$ cat src/rtl/clkgen_ctl_pkg.sv
// Shared constants, state type and register layout tables for the
// clock generator control slave.
package clkgen_ctl_pkg;
    localparam int unsigned REG_BYTES = 10;
    localparam int unsigned SIG_INDEX = 6;
    localparam logic [7:0]  WR_ADDR   = 8'hD2;
    localparam logic [7:0]  RD_ADDR   = 8'hD3;
    localparam logic [7:0]  SIG_VALUE = 8'h13;

    typedef enum logic [2:0] {
        ST_IDLE, ST_ADDR, ST_CMD, ST_CNT, ST_WDATA, ST_RDATA
    } smb_state_t;

    // Bits a data byte may change in each register.
    function automatic logic [7:0] wmask(int unsigned i);
        case (i)
            0: return 8'hE8;
            1: return 8'h7F;
            2: return 8'hFF;
            3: return 8'hFF;
            4: return 8'hBF;
            5: return 8'hF5;
            8: return 8'h7F;
            9: return 8'h7F;
            default: return 8'h00;
        endcase
    endfunction

    // Reset value of the stored bits of each register.
    function automatic logic [7:0] rst_val(int unsigned i);
        case (i)
            1: return 8'h07;
            2: return 8'h7F;
            3: return 8'hC7;
            4: return 8'h3F;
            5: return 8'h40;
            default: return 8'h00;
        endcase
    endfunction
endpackage

$ cat src/rtl/smb_line_sync.sv
// Brings SCL and SDA onto the system clock through two flops each and
// derives SCL edges plus START and STOP conditions.
// Assumes both lines are slow compared with clk.
module smb_line_sync #(
    parameter int unsigned STAGES = 2
) (
    input  logic clk,
    input  logic rst_n,
    input  logic scl_i,
    input  logic sda_i,
    output logic scl_s,
    output logic sda_s,
    output logic scl_rise,
    output logic scl_fall,
    output logic start_det,
    output logic stop_det
);
    localparam int unsigned LINES = 2;

    logic [LINES-1:0] raw;
    logic [LINES-1:0] synced;
    logic [LINES-1:0] prev;

    assign raw = {sda_i, scl_i};

    for (genvar l = 0; l < LINES; l++) begin : g_line
        logic [STAGES-1:0] chain;
        // Synchronizer chain for one line, idle level high.
        always_ff @(posedge clk) begin
            if (!rst_n) chain <= '1;
            else        chain <= {chain[STAGES-2:0], raw[l]};
        end
        assign synced[l] = chain[STAGES-1];
    end

    // Previous synchronized levels for edge detection.
    always_ff @(posedge clk) begin
        if (!rst_n) prev <= '1;
        else        prev <= synced;
    end

    assign scl_s     = synced[0];
    assign sda_s     = synced[1];
    assign scl_rise  = synced[0] & ~prev[0];
    assign scl_fall  = ~synced[0] & prev[0];
    assign start_det = synced[0] & prev[0] & prev[1] & ~synced[1];
    assign stop_det  = synced[0] & prev[0] & ~prev[1] & synced[1];
endmodule

$ cat src/rtl/smb_block_engine.sv
// Byte-level engine: address decode, discard of command and count bytes,
// write pulses for data bytes, and the read stream (count byte, then
// registers from 0). Assumes synchronized lines from smb_line_sync.
module smb_block_engine
    import clkgen_ctl_pkg::*;
#(
    parameter int unsigned NBYTES = REG_BYTES,
    parameter int unsigned IDXW   = $clog2(NBYTES + 1)
) (
    input  logic            clk,
    input  logic            rst_n,
    input  logic            scl_s,
    input  logic            sda_s,
    input  logic            scl_rise,
    input  logic            scl_fall,
    input  logic            start_det,
    input  logic            stop_det,
    output logic            sda_oe,
    output logic            wr_en,
    output logic [IDXW-1:0] wr_idx,
    output logic [7:0]      wr_data,
    output logic [IDXW-1:0] rd_idx,
    input  logic [7:0]      rd_data
);
    localparam logic [IDXW-1:0] IDX_END = IDXW'(NBYTES);
    localparam logic [7:0]      COUNT   = 8'(NBYTES);

    smb_state_t      state, after_ack;
    logic [3:0]      bitcnt;
    logic            in_ack;
    logic [7:0]      shreg, tx;
    logic [IDXW-1:0] idx;

    assign rd_idx = idx;

    // Transfer sequencing, advanced on SCL edges and bus conditions.
    always_ff @(posedge clk) begin
        if (!rst_n) begin
            state <= ST_IDLE; after_ack <= ST_IDLE; bitcnt <= '0; in_ack <= 1'b0;
            shreg <= '0; tx <= '0; idx <= '0; sda_oe <= 1'b0;
            wr_en <= 1'b0; wr_idx <= '0; wr_data <= '0;
        end else begin
            wr_en <= 1'b0;
            if (start_det) begin
                state <= ST_ADDR; bitcnt <= '0; in_ack <= 1'b0; sda_oe <= 1'b0;
            end else if (stop_det) begin
                state <= ST_IDLE; bitcnt <= '0; in_ack <= 1'b0; sda_oe <= 1'b0;
            end else if (state == ST_RDATA) begin
                if (scl_rise) begin
                    if (bitcnt < 4'd8) begin
                        tx <= {tx[6:0], 1'b0};
                        bitcnt <= bitcnt + 4'd1;
                    end else if (sda_s) begin
                        state <= ST_IDLE;
                    end else begin
                        tx <= rd_data;
                        bitcnt <= '0;
                        if (idx != IDX_END) idx <= idx + 1'b1;
                    end
                end
                if (scl_fall) sda_oe <= (bitcnt < 4'd8) ? ~tx[7] : 1'b0;
            end else if (state != ST_IDLE) begin
                if (scl_rise && !in_ack && bitcnt < 4'd8) begin
                    shreg <= {shreg[6:0], sda_s};
                    bitcnt <= bitcnt + 4'd1;
                end
                if (scl_fall && in_ack) begin
                    in_ack <= 1'b0; bitcnt <= '0; state <= after_ack;
                    if (after_ack == ST_RDATA) begin
                        tx <= COUNT; sda_oe <= ~COUNT[7];
                    end else begin
                        sda_oe <= 1'b0;
                    end
                end else if (scl_fall && bitcnt == 4'd8) begin
                    in_ack <= 1'b1; sda_oe <= 1'b1;
                    case (state)
                        ST_ADDR: begin
                            idx <= '0;
                            if (shreg == WR_ADDR)      after_ack <= ST_CMD;
                            else if (shreg == RD_ADDR) after_ack <= ST_RDATA;
                            else begin
                                state <= ST_IDLE; in_ack <= 1'b0; sda_oe <= 1'b0;
                            end
                        end
                        ST_CMD: after_ack <= ST_CNT;
                        ST_CNT: begin after_ack <= ST_WDATA; idx <= '0; end
                        default: begin
                            after_ack <= ST_WDATA;
                            wr_en <= 1'b1; wr_idx <= idx; wr_data <= shreg;
                            if (idx != IDX_END) idx <= idx + 1'b1;
                        end
                    endcase
                end
            end
        end
    end


    sda_stable_chk: assert property (@(posedge clk) disable iff (!rst_n)
        (scl_s && $past(scl_s) && !$past(start_det) && !$past(stop_det)) |-> $stable(sda_oe));

    stop_abort_chk: assert property (@(posedge clk) disable iff (!rst_n)
        stop_det |=> (state == ST_IDLE && !sda_oe));
endmodule

$ cat src/rtl/ctl_regfile.sv
// Control register bank: masked storage of writable bits, live pin
// mirrors, fixed signature and zeroed reserved bits on readback.
// Assumes wr_en is a single-cycle pulse from the engine.
module ctl_regfile
    import clkgen_ctl_pkg::*;
#(
    parameter int unsigned NBYTES = REG_BYTES,
    parameter int unsigned IDXW   = $clog2(NBYTES + 1)
) (
    input  logic              clk,
    input  logic              rst_n,
    input  logic              wr_en,
    input  logic [IDXW-1:0]   wr_idx,
    input  logic [7:0]        wr_data,
    input  logic [IDXW-1:0]   rd_idx,
    output logic [7:0]        rd_data,
    input  logic [2:0]        fsel_pin,
    input  logic              cpu_stop_n_pin,
    input  logic              pci_stop_n_pin,
    input  logic              mult_pin,
    output logic [NBYTES*8-1:0] cfg_image,
    output logic              pci_clk_run
);
    logic [7:0] store [NBYTES];
    logic [7:0] view  [NBYTES];

    assign pci_clk_run = store[0][3] & pci_stop_n_pin;

    for (genvar g = 0; g < NBYTES; g++) begin : g_reg
        // Masked storage for register g.
        always_ff @(posedge clk) begin
            if (!rst_n)                                  store[g] <= rst_val(g) & wmask(g);
            else if (wr_en && wr_idx == IDXW'(g))        store[g] <= wr_data & wmask(g);
        end
        assign cfg_image[8*g +: 8] = store[g];

        if (g == 0) begin : g_view0
            assign view[g] = {store[g][7:5], cpu_stop_n_pin, pci_clk_run, fsel_pin};
        end else if (g == 1) begin : g_view1
            assign view[g] = {mult_pin, store[g][6:0]};
        end else if (g == SIG_INDEX) begin : g_viewsig
            assign view[g] = SIG_VALUE;
        end else begin : g_viewst
            assign view[g] = store[g];
        end
    end

    // Readback select; indices past the bank read zero.
    always_comb begin
        rd_data = 8'h00;
        for (int i = 0; i < NBYTES; i++)
            if (rd_idx == IDXW'(i)) rd_data = view[i];
    end


    no_wr_hold_chk: assert property (@(posedge clk) disable iff (!rst_n)
        !wr_en |=> $stable(cfg_image));

    past_end_drop_chk: assert property (@(posedge clk) disable iff (!rst_n)
        (wr_en && wr_idx >= IDXW'(NBYTES)) |=> $stable(cfg_image));
endmodule

$ cat src/rtl/clkgen_ctl_slave.sv
// Top of the clock generator control slave: line synchronizer, block
// transfer engine and register bank, plus decoded PLL fields.
// Assumes NBYTES is at least 10 so the PLL registers exist.
module clkgen_ctl_slave
    import clkgen_ctl_pkg::*;
#(
    parameter int unsigned NBYTES = REG_BYTES
) (
    input  logic                clk,
    input  logic                rst_n,
    input  logic                scl_i,
    input  logic                sda_i,
    output logic                sda_oe,
    input  logic [2:0]          fsel_pin,
    input  logic                cpu_stop_n_pin,
    input  logic                pci_stop_n_pin,
    input  logic                mult_pin,
    output logic [NBYTES*8-1:0] cfg_image,
    output logic                pci_clk_run,
    output logic                pll_custom,
    output logic [6:0]          pll_n,
    output logic [5:0]          pll_r
);
    localparam int unsigned IDXW = $clog2(NBYTES + 1);

    logic scl_s, sda_s, scl_rise, scl_fall, start_det, stop_det;
    logic wr_en;
    logic [IDXW-1:0] wr_idx, rd_idx;
    logic [7:0] wr_data, rd_data;

    smb_line_sync #(.STAGES(2)) u_sync (
        .clk(clk), .rst_n(rst_n), .scl_i(scl_i), .sda_i(sda_i),
        .scl_s(scl_s), .sda_s(sda_s), .scl_rise(scl_rise), .scl_fall(scl_fall),
        .start_det(start_det), .stop_det(stop_det));

    smb_block_engine #(.NBYTES(NBYTES), .IDXW(IDXW)) u_eng (
        .clk(clk), .rst_n(rst_n), .scl_s(scl_s), .sda_s(sda_s),
        .scl_rise(scl_rise), .scl_fall(scl_fall),
        .start_det(start_det), .stop_det(stop_det), .sda_oe(sda_oe),
        .wr_en(wr_en), .wr_idx(wr_idx), .wr_data(wr_data),
        .rd_idx(rd_idx), .rd_data(rd_data));

    ctl_regfile #(.NBYTES(NBYTES), .IDXW(IDXW)) u_regs (
        .clk(clk), .rst_n(rst_n), .wr_en(wr_en), .wr_idx(wr_idx), .wr_data(wr_data),
        .rd_idx(rd_idx), .rd_data(rd_data), .fsel_pin(fsel_pin),
        .cpu_stop_n_pin(cpu_stop_n_pin), .pci_stop_n_pin(pci_stop_n_pin),
        .mult_pin(mult_pin), .cfg_image(cfg_image), .pci_clk_run(pci_clk_run));

    assign pll_custom = cfg_image[9*8];
    assign pll_n      = cfg_image[8*8 +: 7];
    assign pll_r      = cfg_image[9*8+1 +: 6];
endmodule

$ cat config.mk
export PLATFORM = sky130hd
export DESIGN_NAME = clkgen_ctl_slave
export DESIGN_NICKNAME = d
export VERILOG_FILES = /design/src/rtl/clkgen_ctl_pkg.sv /design/src/rtl/smb_line_sync.sv /design/src/rtl/smb_block_engine.sv /design/src/rtl/ctl_regfile.sv /design/src/rtl/clkgen_ctl_slave.sv
export SDC_FILE = /design/constraint.sdc
export NUM_CORES = 1
export LEC_CHECK = 0
export ABC_CLOCK_PERIOD_IN_PS = 6700
export BUFFER_PORTS_ARGS = -buffer_cell sky130_fd_sc_hd__buf_2
export CORE_ASPECT_RATIO = 0.8
export CORE_UTILIZATION = 60
export DETAILED_ROUTE_END_ITERATION = 10
export PLACE_DENSITY = 0.85
export SLEW_MARGIN = 25
export SYNTH_ARGS = -nofsm -noshare
export SYNTH_HDL_FRONTEND = slang
export SYNTH_HIERARCHICAL = 1
export SYNTH_SLANG_ARGS = --single-unit
$ cat constraint.sdc
create_clock -name clk -period 6.7 [get_ports clk]
set_input_delay 0.67 -clock clk [delete_from_list [all_inputs] [get_ports clk]]
set_output_delay 0.67 -clock clk [all_outputs]
set_load 0.01 [all_outputs]
# Word level (Yosys, flattened, before mapping)
# Memory sizes are Yosys's and may differ from the RTL's.
# Index checks and enable logic that the tools add are counted.
dict set report word_totals {
  mem_count 1
  word_cells 237
  ramBits 80
  output_inout_bits 96
  inputBits 10
  regBits 51
}
# name depth width rd rd_ports_with_merged_regs wr line
set memory_table {}
lappend memory_table {u_regs.store 10 8 10 0 10 ctl_regfile.sv:24} ;# logic [7:0] store [NBYTES];
dict set report op_classes {
  muxes 101
  bitwise_logic 31
  reduce_logical 43
  eq_ne 43
  addsub 2
  order_cmp 1
}
# op count
set op_table {}
lappend op_table {{$mux W8} 27}
lappend op_table {{$mux W4} 15}
lappend op_table {{$mux W1} 45}
lappend op_table {{$mux W3} 12}
lappend op_table {{$eq A4 B3 Y1 const B} 8}
lappend op_table {{$reduce_and A7 Y1} 3}
lappend op_table {{$eq A4 B4 Y1 const B} 5}
lappend op_table {{$eq A4 B2 Y1 const B} 4}
lappend op_table {{$eq A8 B8 Y1 const B} 2}
lappend op_table {{$reduce_and A8 Y1} 2}
lappend op_table {{$logic_and A1 B1 Y1} 14}
lappend op_table {{$not A1 Y1} 13}
lappend op_table {{$ne A4 B4 Y1 const B} 3}
lappend op_table {{$reduce_bool A3 Y1} 4}
lappend op_table {{$ne A5 B3 Y1 const B} 2}
lappend op_table {{$or A1 B1 Y1} 10}
lappend op_table {{$reduce_bool A2 Y1} 5}
lappend op_table {{$reduce_bool A5 Y1} 2}
lappend op_table {{$ne A3 B1 Y1 const B} 3}
lappend op_table {{$reduce_and A9 Y1} 1}
lappend op_table {{$add A4 B1 Y4 const B} 2}
lappend op_table {{$and A1 B1 Y1} 8}
lappend op_table {{$eq A4 B1 Y1 const B} 2}
lappend op_table {{$logic_not A4 Y1} 2}
lappend op_table {{18 further kinds} 27}

# Longest topological paths before layout
# Gate-level depths: netlist of the first run.
# An unclocked memory read counts as a cell.
dict set report depth {
  ltp_word 16
  mapped_depth 9
  ltp_nobuf 7
}

# Hierarchy
# Netlist of the first run, hierarchy kept.
# module seq_area_each_um2 cells_each n_inst area_per_inst_um2
set modules_own_cells {}
lappend modules_own_cells {ctl_regfile 1621.6 266 1 3005.4}
lappend modules_own_cells {smb_block_engine 900.9 239 1 2188.3}
lappend modules_own_cells {smb_line_sync 120.1 16 1 190.2}
lappend modules_own_cells {clkgen_ctl_slave 0.0 14 1 105.1}

# Least setup slack after synthesis of the first run
# No wires, ideal clock.
dict set report synth_timing {
  path_kind {reg2reg}
  from {register u_sync.prev[0]}
  to {register u_eng.wr_idx[1]}
  arrival_ns 2.042
  slack_ns 4.531
  period_less_slack_ns 2.169
  path_buffers 2
  stages_incl_launch_ff 9
  cell_sequence {dfxtp_1 nor2b_1 nand4b_1 or4_4 or3_1 buf_6 buf_12 mux2i_1 nor2_1}
}
dict set report synth_via {
  elab_cells_between_ends 12
}
# element line
set synth_rtl {}
lappend synth_rtl {{from (decl)} smb_line_sync.sv:22} ;# logic [LINES-1:0] prev;
lappend synth_rtl {{from (signal assigned)} smb_line_sync.sv:39} ;# else prev <= synced;
lappend synth_rtl {{$and A1 B1 Y1 *} smb_line_sync.sv:45} ;# assign scl_fall = ~synced[0] & prev[0];
lappend synth_rtl {{via scl_fall} clkgen_ctl_slave.sv:26} ;# logic scl_s, sda_s, scl_rise, scl_fall, start_det, stop_det;
lappend synth_rtl {{$logic_and A1 B1 Y1} smb_block_engine.sv:67} ;# if (scl_fall && in_ack) begin
lappend synth_rtl {{$not A1 Y1 (no line)} --}
lappend synth_rtl {{$reduce_and A7 Y1 (no line) *} --}
lappend synth_rtl {{to (signal assigned)} smb_block_engine.sv:41} ;# wr_en <= 1'b0; wr_idx <= '0; wr_data <= '0;
lappend synth_rtl {{to (signal assigned)} smb_block_engine.sv:89} ;# wr_en <= 1'b1; wr_idx <= idx; wr_data <= shreg;
lappend synth_rtl {{to (decl)} smb_block_engine.sv:20} ;# output logic [IDXW-1:0] wr_idx,
# Mark *: on every way through the listed nets, which the timed path passes. The rest lies on a longest branch.
# A chain may end at the register's enable or synchronous reset.

# Worst setup path after layout of the first run
dict set report layout_timing {
  from {register u_sync.prev[0]}
  to {register u_eng.wr_idx[0]}
}
# The elaborated chain is that of the path after synthesis.

==> results.md, run 1 <==
- Worst skew pair latency: 0.36 ns
- CTS Buf Count: 9
- GP Congestion: 0.9923
- Post-CTS setup buffer count: 0
- Min-delay worst type: flip-flop to flip-flop
- CTS hold repair buffers: 0
- Setup TNS: 0 ns
- Final WL: between 10000 and 15000 µm
- Core Area: 8671 µm²
- Yosys cell types: 72
- #FFs+latches synth: 105
- Post-synthesis xor/xnor area fraction: 0.4787%
- Max-cap violation count: 0
- Final hold vios: 0
- F_max: 362.6 MHz
- Iter 0 DRT Violations: roughly 540
- Yosys top cell area share: 29.54%
- Unrepaired setup endpoints after global routing: no
- Status: finished, final reports clean
- Final Core Density: 68.92%
- Sequential-to-total area share from yosys stat: 48.14%
- Post-Synthesis Cells: 535
- Clk sinks: 105
- Max FO, Critical Path: 13
- Startpoint type of the worst setup path: flip-flop
- Vias per inst: 6.325
- Grt ovf: 0
- Final instance area: 5976 µm²
- PwrDens: around 210 nW/µm²
- Die H: 87.55 µm
- Synthesized area per cell: between 10 and 15 µm²
- Largest family of logic cells by synthesized area: simple AND/OR/NAND/NOR gates
- Num ports: between 100 and 150
- Row cnt: 30
- Top Family by Delay on Critical Path: simple AND/OR/NAND/NOR gates
- CP Data Required Time: a little under 7 ns
- CTS H-tree lvls: 3
- DR vias: 4440
- Vias in the first global route: just under 4k
- Mapped cell area: 5489 µm²
- Slew Limit Fails: 0
- LEAKAGE: 2.301 nW
- Final period util: 41.16%
- Area leader, netlist: edfxtp_1
- Final setup vio count: 0
- PostCTS Resize Cnt: 0
- DRC errors left: 0
- Fraction of layout cells with a size suffix above 1: 19.66%
- GRT Util Overall: 29.56%
- Area contributors post-synth: edfxtp_1 (30%), dfxtp_1 (19%), buf_4 (5.9%), mux2i_1 (5.8%), and2_1 (3.4%)
- Crit-path cells: nor2b_1 > nand4b_1 > or4_4 > or3_1 > mux2i_1 > nor2_1
- Clock skew: about 0.011 ns
- Synth Area in Compound Gates: 12.24%
- Clock Path Buffers: 2
- Ant diodes: 0
- Hold WS: slightly above 0.4 ns
- Most frequent cell after synthesis: edfxtp_1
- Crit end category: flip-flop
- Worst Tran Pin Value: 0.9671 ns
- Worst slew margin: between 30% and 40%
- Max incr delay on CP: approximately 0.68 ns
- Top FF cell, synth: edfxtp_1
- ANT nets after route: 0
- Clock root buffer master: clkbuf_16
- Final HPWL DP: 9800 µm
- P&R area growth vs syn: 8.867%
- CP arrival: 2.96 ns
- Placed cell area: approximately 5700 µm²
- Critical path class: flip-flop to flip-flop
- Post-synth ARST share: 0%
- First drt pass iteration count: 5
- Worst path slowest cell: or3_1
- Layout Nets: 600
- Largest net degree at the start of global routing: 32
- EDFF count, synth: 54
- Die X: about 110 µm
- Die area: between 9000 and 10000 µm²
- Synth top cells by count: edfxtp_1 (54), dfxtp_1 (51), nor2_1 (49)
- Mux contribution to synthesized area: 7.682%
- Ys Warns: 6
- Initial antenna violation count: 0
- CTS tree: built
- Post-route minimum period: 2.758 ns
- Worst-path clk slew: approximately 0.080 ns
- IO Port Bufs: a little under 80
- Worst path bufs/invs: 0
- Max VDD drop: 187.3 µV
- Simple-Gate Fraction of Synth Area: between 20% and 30%
- Initial Utilization: 63.30%
- Routed length per instance: 19.84 µm
- Post-synthesis adder-cell area fraction: 1.140%
- First-pass GRT wire length: about 21000 µm
cells by family after synthesis:
logic type               after synthesis
AND/OR/NAND/NOR                      207
flip-flops                           105
AO/OA/AOI/OAI                         97
buffers and inverters                 79
multiplexers                          38
adder cells (fa/ha/maj)                5
XOR/XNOR                               3
other                                  1
registers in the layout, indices dropped and copies added (netlist names):
| signal | count |
|---|---|
| u_eng/rd_idx | 4 |
| u_eng/wr_idx | 4 |
| u_eng/wr_en | 1 |
| u_regs/store | 54 |
| u_eng/in_ack | 1 |
| u_eng/tx | 8 |
| u_eng/sda_oe | 1 |
| u_sync/g_line.chain | 4 |
| u_eng/state | 3 |
| u_eng/wr_data | 8 |
| u_eng/shreg | 8 |
| u_sync/prev | 2 |
| u_eng/after_ack | 3 |
| u_eng/bitcnt | 4 |
layout make-up:
cell class / instances / area (µm²)
Inverter: 14 / 52.55
Clock inverter: 6 / 62.56
Timing Repair Buffer: 79 / 395.4
Clock buffer: 10 / 229.0
Sequential cell: 105 / 2644
Fill cell: 666 / 2695
Tap cell: 112 / 140.1
Multi-Input combinational cell: 376 / 2452
worst paths after layout:
kind | cells after the start | to | slack (ns) | start
max reg2reg | 6 | u_eng/wr_idx[0] | 3.94 | u_sync/prev[0]
min | 1 | u_sync/g_line[1].chain[1] | 0.41 | u_sync/g_line[1].chain[0]
max | 6 | u_eng/wr_idx[0] | 3.94 | u_sync/prev[0]
min reg2reg | 1 | u_sync/g_line[1].chain[1] | 0.41 | u_sync/g_line[1].chain[0]
layer usage:
metal / GRT usage, % / wire length, µm / up-vias
met1: 39.75 / 5433 / 2089
met2: 44.03 / 6219 / 327
met5: 0 / 0 / -
met3: 10.12 / 1896 / 44
met4: 11.67 / 377 / 0
li1: - / - / 1980
stage by stage:
step / worst slack (ns) / power, mW / std cells
finish: 3.942 / 1.254 / 702
global route: 3.826 / 1.290 / 702
CTS: 4.028 / 1.260 / 702
detailed placement: 4.055 / 0.7556 / 686
global placement: 4.226 / 0.7535 / 686
floorplan: 4.531 / 0.7487 / 560
power breakdown:
part / internal (mW) / switching, mW / leakage [nW]
sequential: 0.680 / 0.00670 / 0.904
combinational: 0.0165 / 0.0387 / 1.25
clock: 0.262 / 0.250 / 0.142
cell usage in the layout (no fill, tap or decap), types with 4 or more instances in the layout:
| cell type | count |
|---|---|
| nand2_1 | 24 |
| o21a_1 | 4 |
| and2_1 | 30 |
| a21oi_1 | 20 |
| conb_1 | 26 |
| buf_2 | 79 |
| nand3b_1 | 6 |
| o32ai_1 | 4 |
| nor3_1 | 9 |
| clkbuf_16 | 9 |
| o2bb2ai_1 | 5 |
| or3_1 | 21 |
| o21ai_0 | 13 |
| nand4b_1 | 5 |
| nand2b_1 | 17 |
| ha_1 | 5 |
| nor2b_1 | 12 |
| edfxtp_1 | 54 |
| a31oi_1 | 5 |
| o21ai_1 | 6 |
| mux2i_1 | 32 |
| nand3_1 | 10 |
| nor2_1 | 49 |
| a2bb2oi_1 | 5 |
| inv_1 | 13 |
| dfxtp_1 | 50 |
Note: power is estimated with default switching activity, not from simulation.
==> run 2, diff against run 1 <==
- ABC_AREA: default -> 1
- ABC_CLOCK_PERIOD_IN_PS: 6700 -> 2500
- CORE_UTILIZATION: 60 -> 50
- PLACE_DENSITY: 0.85 -> 0.75
- clock period: 6.7 -> 2.5 ns (I/O delays scaled with it)
==> results.md, run 2 <==
- IO Port Bufs: 79 (unchanged)
- Final setup vio count: 0 (unchanged)
- Worst Tran Pin Value: 0.5823 ns (-0.3848 ns)
- Setup TNS: 0 ns (unchanged)
- Post-CTS setup buffer count: 0 (unchanged)
- F_max: 496.9 MHz (+37%)
- Post-Synthesis Cells: 687 (+28%)
- CP arrival: 2.28 ns (-0.68 ns)
- First-pass GRT wire length: 21160 µm (+1.7%)
- Layout Nets: 770 (+28%)
- Row cnt: 33 (+10%)
- Num ports: 106 (unchanged)
- Fraction of layout cells with a size suffix above 1: 18.95% (-0.71 points)
- Post-route minimum period: 2.012 ns (-0.7453 ns)
- Area contributors post-synth: edfxtp_1 (30%), dfxtp_1 (19%), nand2_1 (12%), nor2_1 (6.4%), buf_4 (5.8%)
- Synthesized area per cell: 7.906 µm² (-23%)
- CTS hold repair buffers: 0 (unchanged)
- Max-cap violation count: 0 (unchanged)
- Final Core Density: 58.31% (-11 points)
- Vias in the first global route: 4115 (+6.5%)
- Iter 0 DRT Violations: 540 (+0.19%)
- Startpoint type of the worst setup path: flip-flop
- Final hold vios: 0 (unchanged)
- CTS tree: built
- Top FF cell, synth: edfxtp_1
- Ys Warns: 6 (unchanged)
- Biggest register: u_regs/store
- Die area: 11290 µm² (+18%)
- Max VDD drop: 489.4 µV (+160%)
- Core Area: 10410 µm² (+20%)
- Ant diodes: 0 (unchanged)
- Register Area: 2643 µm² (about the same)
- Synth top cells by count: nand2_1 (174), nor2_1 (92), inv_1 (71)
- Number of flip-flops in the largest register: 54 (unchanged)
- Clock skew: 0.005500 ns (-0.005741 ns)
- Routed length per instance: 15.04 µm (-24%)
- Multi-input gate area: 2192 µm² (-11%)
- Worst skew pair latency: 0.34 ns (-0.02 ns)
- Crit end category: flip-flop
- Final HPWL DP: 10040 µm (+2.5%)
- #FFs+latches synth: 105 (unchanged)
- Grt ovf: 0 (unchanged)
- Critical path class: flip-flop to flip-flop
- Final Total Pwr: 3.536 mW (+180%)
- Mapped cell area: 5431 µm² (-1.0%)
- Initial antenna violation count: 0 (unchanged)
- Die X: 118.5 µm (+8.8%)
- Min-delay worst type: primary input to flip-flop
- LEAKAGE: 2.592 nW (+13%)
- ANT nets after route: 0 (unchanged)
- Initial Utilization: 52.20% (-11 points)
- Unrepaired setup endpoints after global routing: no
- CP Data Required Time: 2.77 ns (-4.13 ns)
- CTS Buf Count: 9 (unchanged)
- Max FO, Critical Path: 12 (-1)
- Final period util: 80.50% (+39 points)
- Largest net degree at the start of global routing: 33 (+3.1%)
- Worst-path clk slew: 0.07 ns (about the same)
- Area leader, netlist: edfxtp_1
- PostCTS Resize Cnt: 0 (unchanged)
- Slew Limit Fails: 0 (unchanged)
- EDFF count, synth: 54 (unchanged)
- GRT Util Overall: 24.76% (-4.8 points)
- First drt pass iteration count: 6 (+1)
- DRC errors left: 0 (unchanged)
- Status: finished, final reports clean
- Final WL: 13540 µm (-2.8%)
- GP Congestion: 0.9734 (-1.9%)
- Sequential-to-total area share from yosys stat: 48.65% (+0.51 points)
- Yosys cell types: 37 (-49%)
- Worst slew margin: 60.97% (+26 points)
- CTS H-tree lvls: 3 (unchanged)
- Clk sinks: 105 (unchanged)
- PwrDens: 582.7 nW/µm² (+180%)
- Fillers: 936 (+41%)
- Commonest non-fill, non-tap cells in the layout: nand2_1 (174), nor2_1 (92), buf_2 (79)
- Post-synth ARST share: 0% (unchanged)
- Clock Path Buffers: 2 (unchanged)
- Die H: 95.22 µm (+8.8%)
- Vias per inst: 5.231 (-17%)
- Clock root buffer master: clkbuf_16
- DR vias: 4708 (+6.0%)
- Yosys top cell area share: 29.85% (+0.31 points)
- Most common cell after layout, fill and taps aside: nand2_1
- P&R area growth vs syn: 11.70%
- Most frequent cell after synthesis: nand2_1
-- run 2: cell types whose count changed after synthesis, sizes merged, moves of 22 or more --
cell and delta:
or3 -22, inv +70, mux2i -32, and2 -30, nand3 +28, nor2 +56
nand2 +160
-- run 2: worst paths after layout --
| path | startpoint | to | slack [ns] | depth (start not counted) |
|---|---|---|---|---|
| max | u_eng/bitcnt[3] | u_eng/wr_data[6] | 0.49 | 8 |
| min | sda_i | u_sync/g_line[1].chain[0] | 0.08 | 3 |
| max reg2reg | u_eng/bitcnt[3] | u_eng/wr_data[6] | 0.49 | 8 |
| min reg2reg | u_sync/g_line[0].chain[0] | u_sync/g_line[0].chain[1] | 0.40 | 2 |
-- run 2: area by class of cell --
| type | count | area share (%) |
|---|---|---|
| timing repair buffer | 83 | 7.012 |
| sequential | 105 | 43.56 |
| multi-input combinational | 471 | 36.13 |
| clock buffer | 11 | 3.836 |
| tap | 140 | 2.887 |
| clock inverter | 5 | 1.320 |
| inverter | 85 | 5.259 |
-- run 2: worst max-delay path: stages (launching register included) --
cell and delay, ns:
dfxtp_1 0.56, inv_2 0.16, nor2_1 0.14, nand2_1 0.14, inv_2 0.09, nand2_1 0.06, nor3_2 0.46, o21ai_0 0.18
a21oi_1 0.15
-- run 2: where the power goes --
group	total [mW]	switching, mW	leakage, nW	internal, mW
sequential	1.86	0.0262	0.903	1.84
clock	1.49	0.613	0.147	0.877
combinational	0.182	0.128	1.54	0.0540
-- run 2: logic make-up (layout without fill, tap and decap cells) --
group,count (synthesis),count (layout),share of synthesized area (%)
AND/OR/NAND/NOR,356,356,29.33
buffers and inverters,136,184,12.72
adder cells (fa/ha/maj),5,5,1.152
XOR/XNOR,1,1,0.1613
flip-flops,105,105,48.65
other,1,26,0.06904
AO/OA/AOI/OAI,83,83,7.924
-- run 2: routing by layer --
| metal | up-vias | global-route usage [%] | routed length [µm] | share of wire, % |
|---|---|---|---|---|
| met2 | 261 | 36.84 | 5814 | 43 |
| met3 | 23 | 6.998 | 1438 | 11 |
| met4 | 0 | 7.173 | 220 | 1.6 |
| met1 | 2153 | 35.07 | 6064 | 45 |
| li1 | 2271 | - | - | - |
| met5 | - | 0 | 0 | 0 |
-- run 2: through the flow --
stage          instances  instance area (µm²)  hold WS (ns)  setup WS, ns
6_report             900                 6067       0.07530        0.4875
5_1_grt              900                 6067       0.07713        0.2658
4_1_cts              900                 6067       0.06536        0.5018
3_5_place_dp         884                 5754        0.3875        0.5223
3_3_place_gp         884                 5754        0.3840        0.6625
2_1_floorplan        712                 5525        0.3187        0.9571
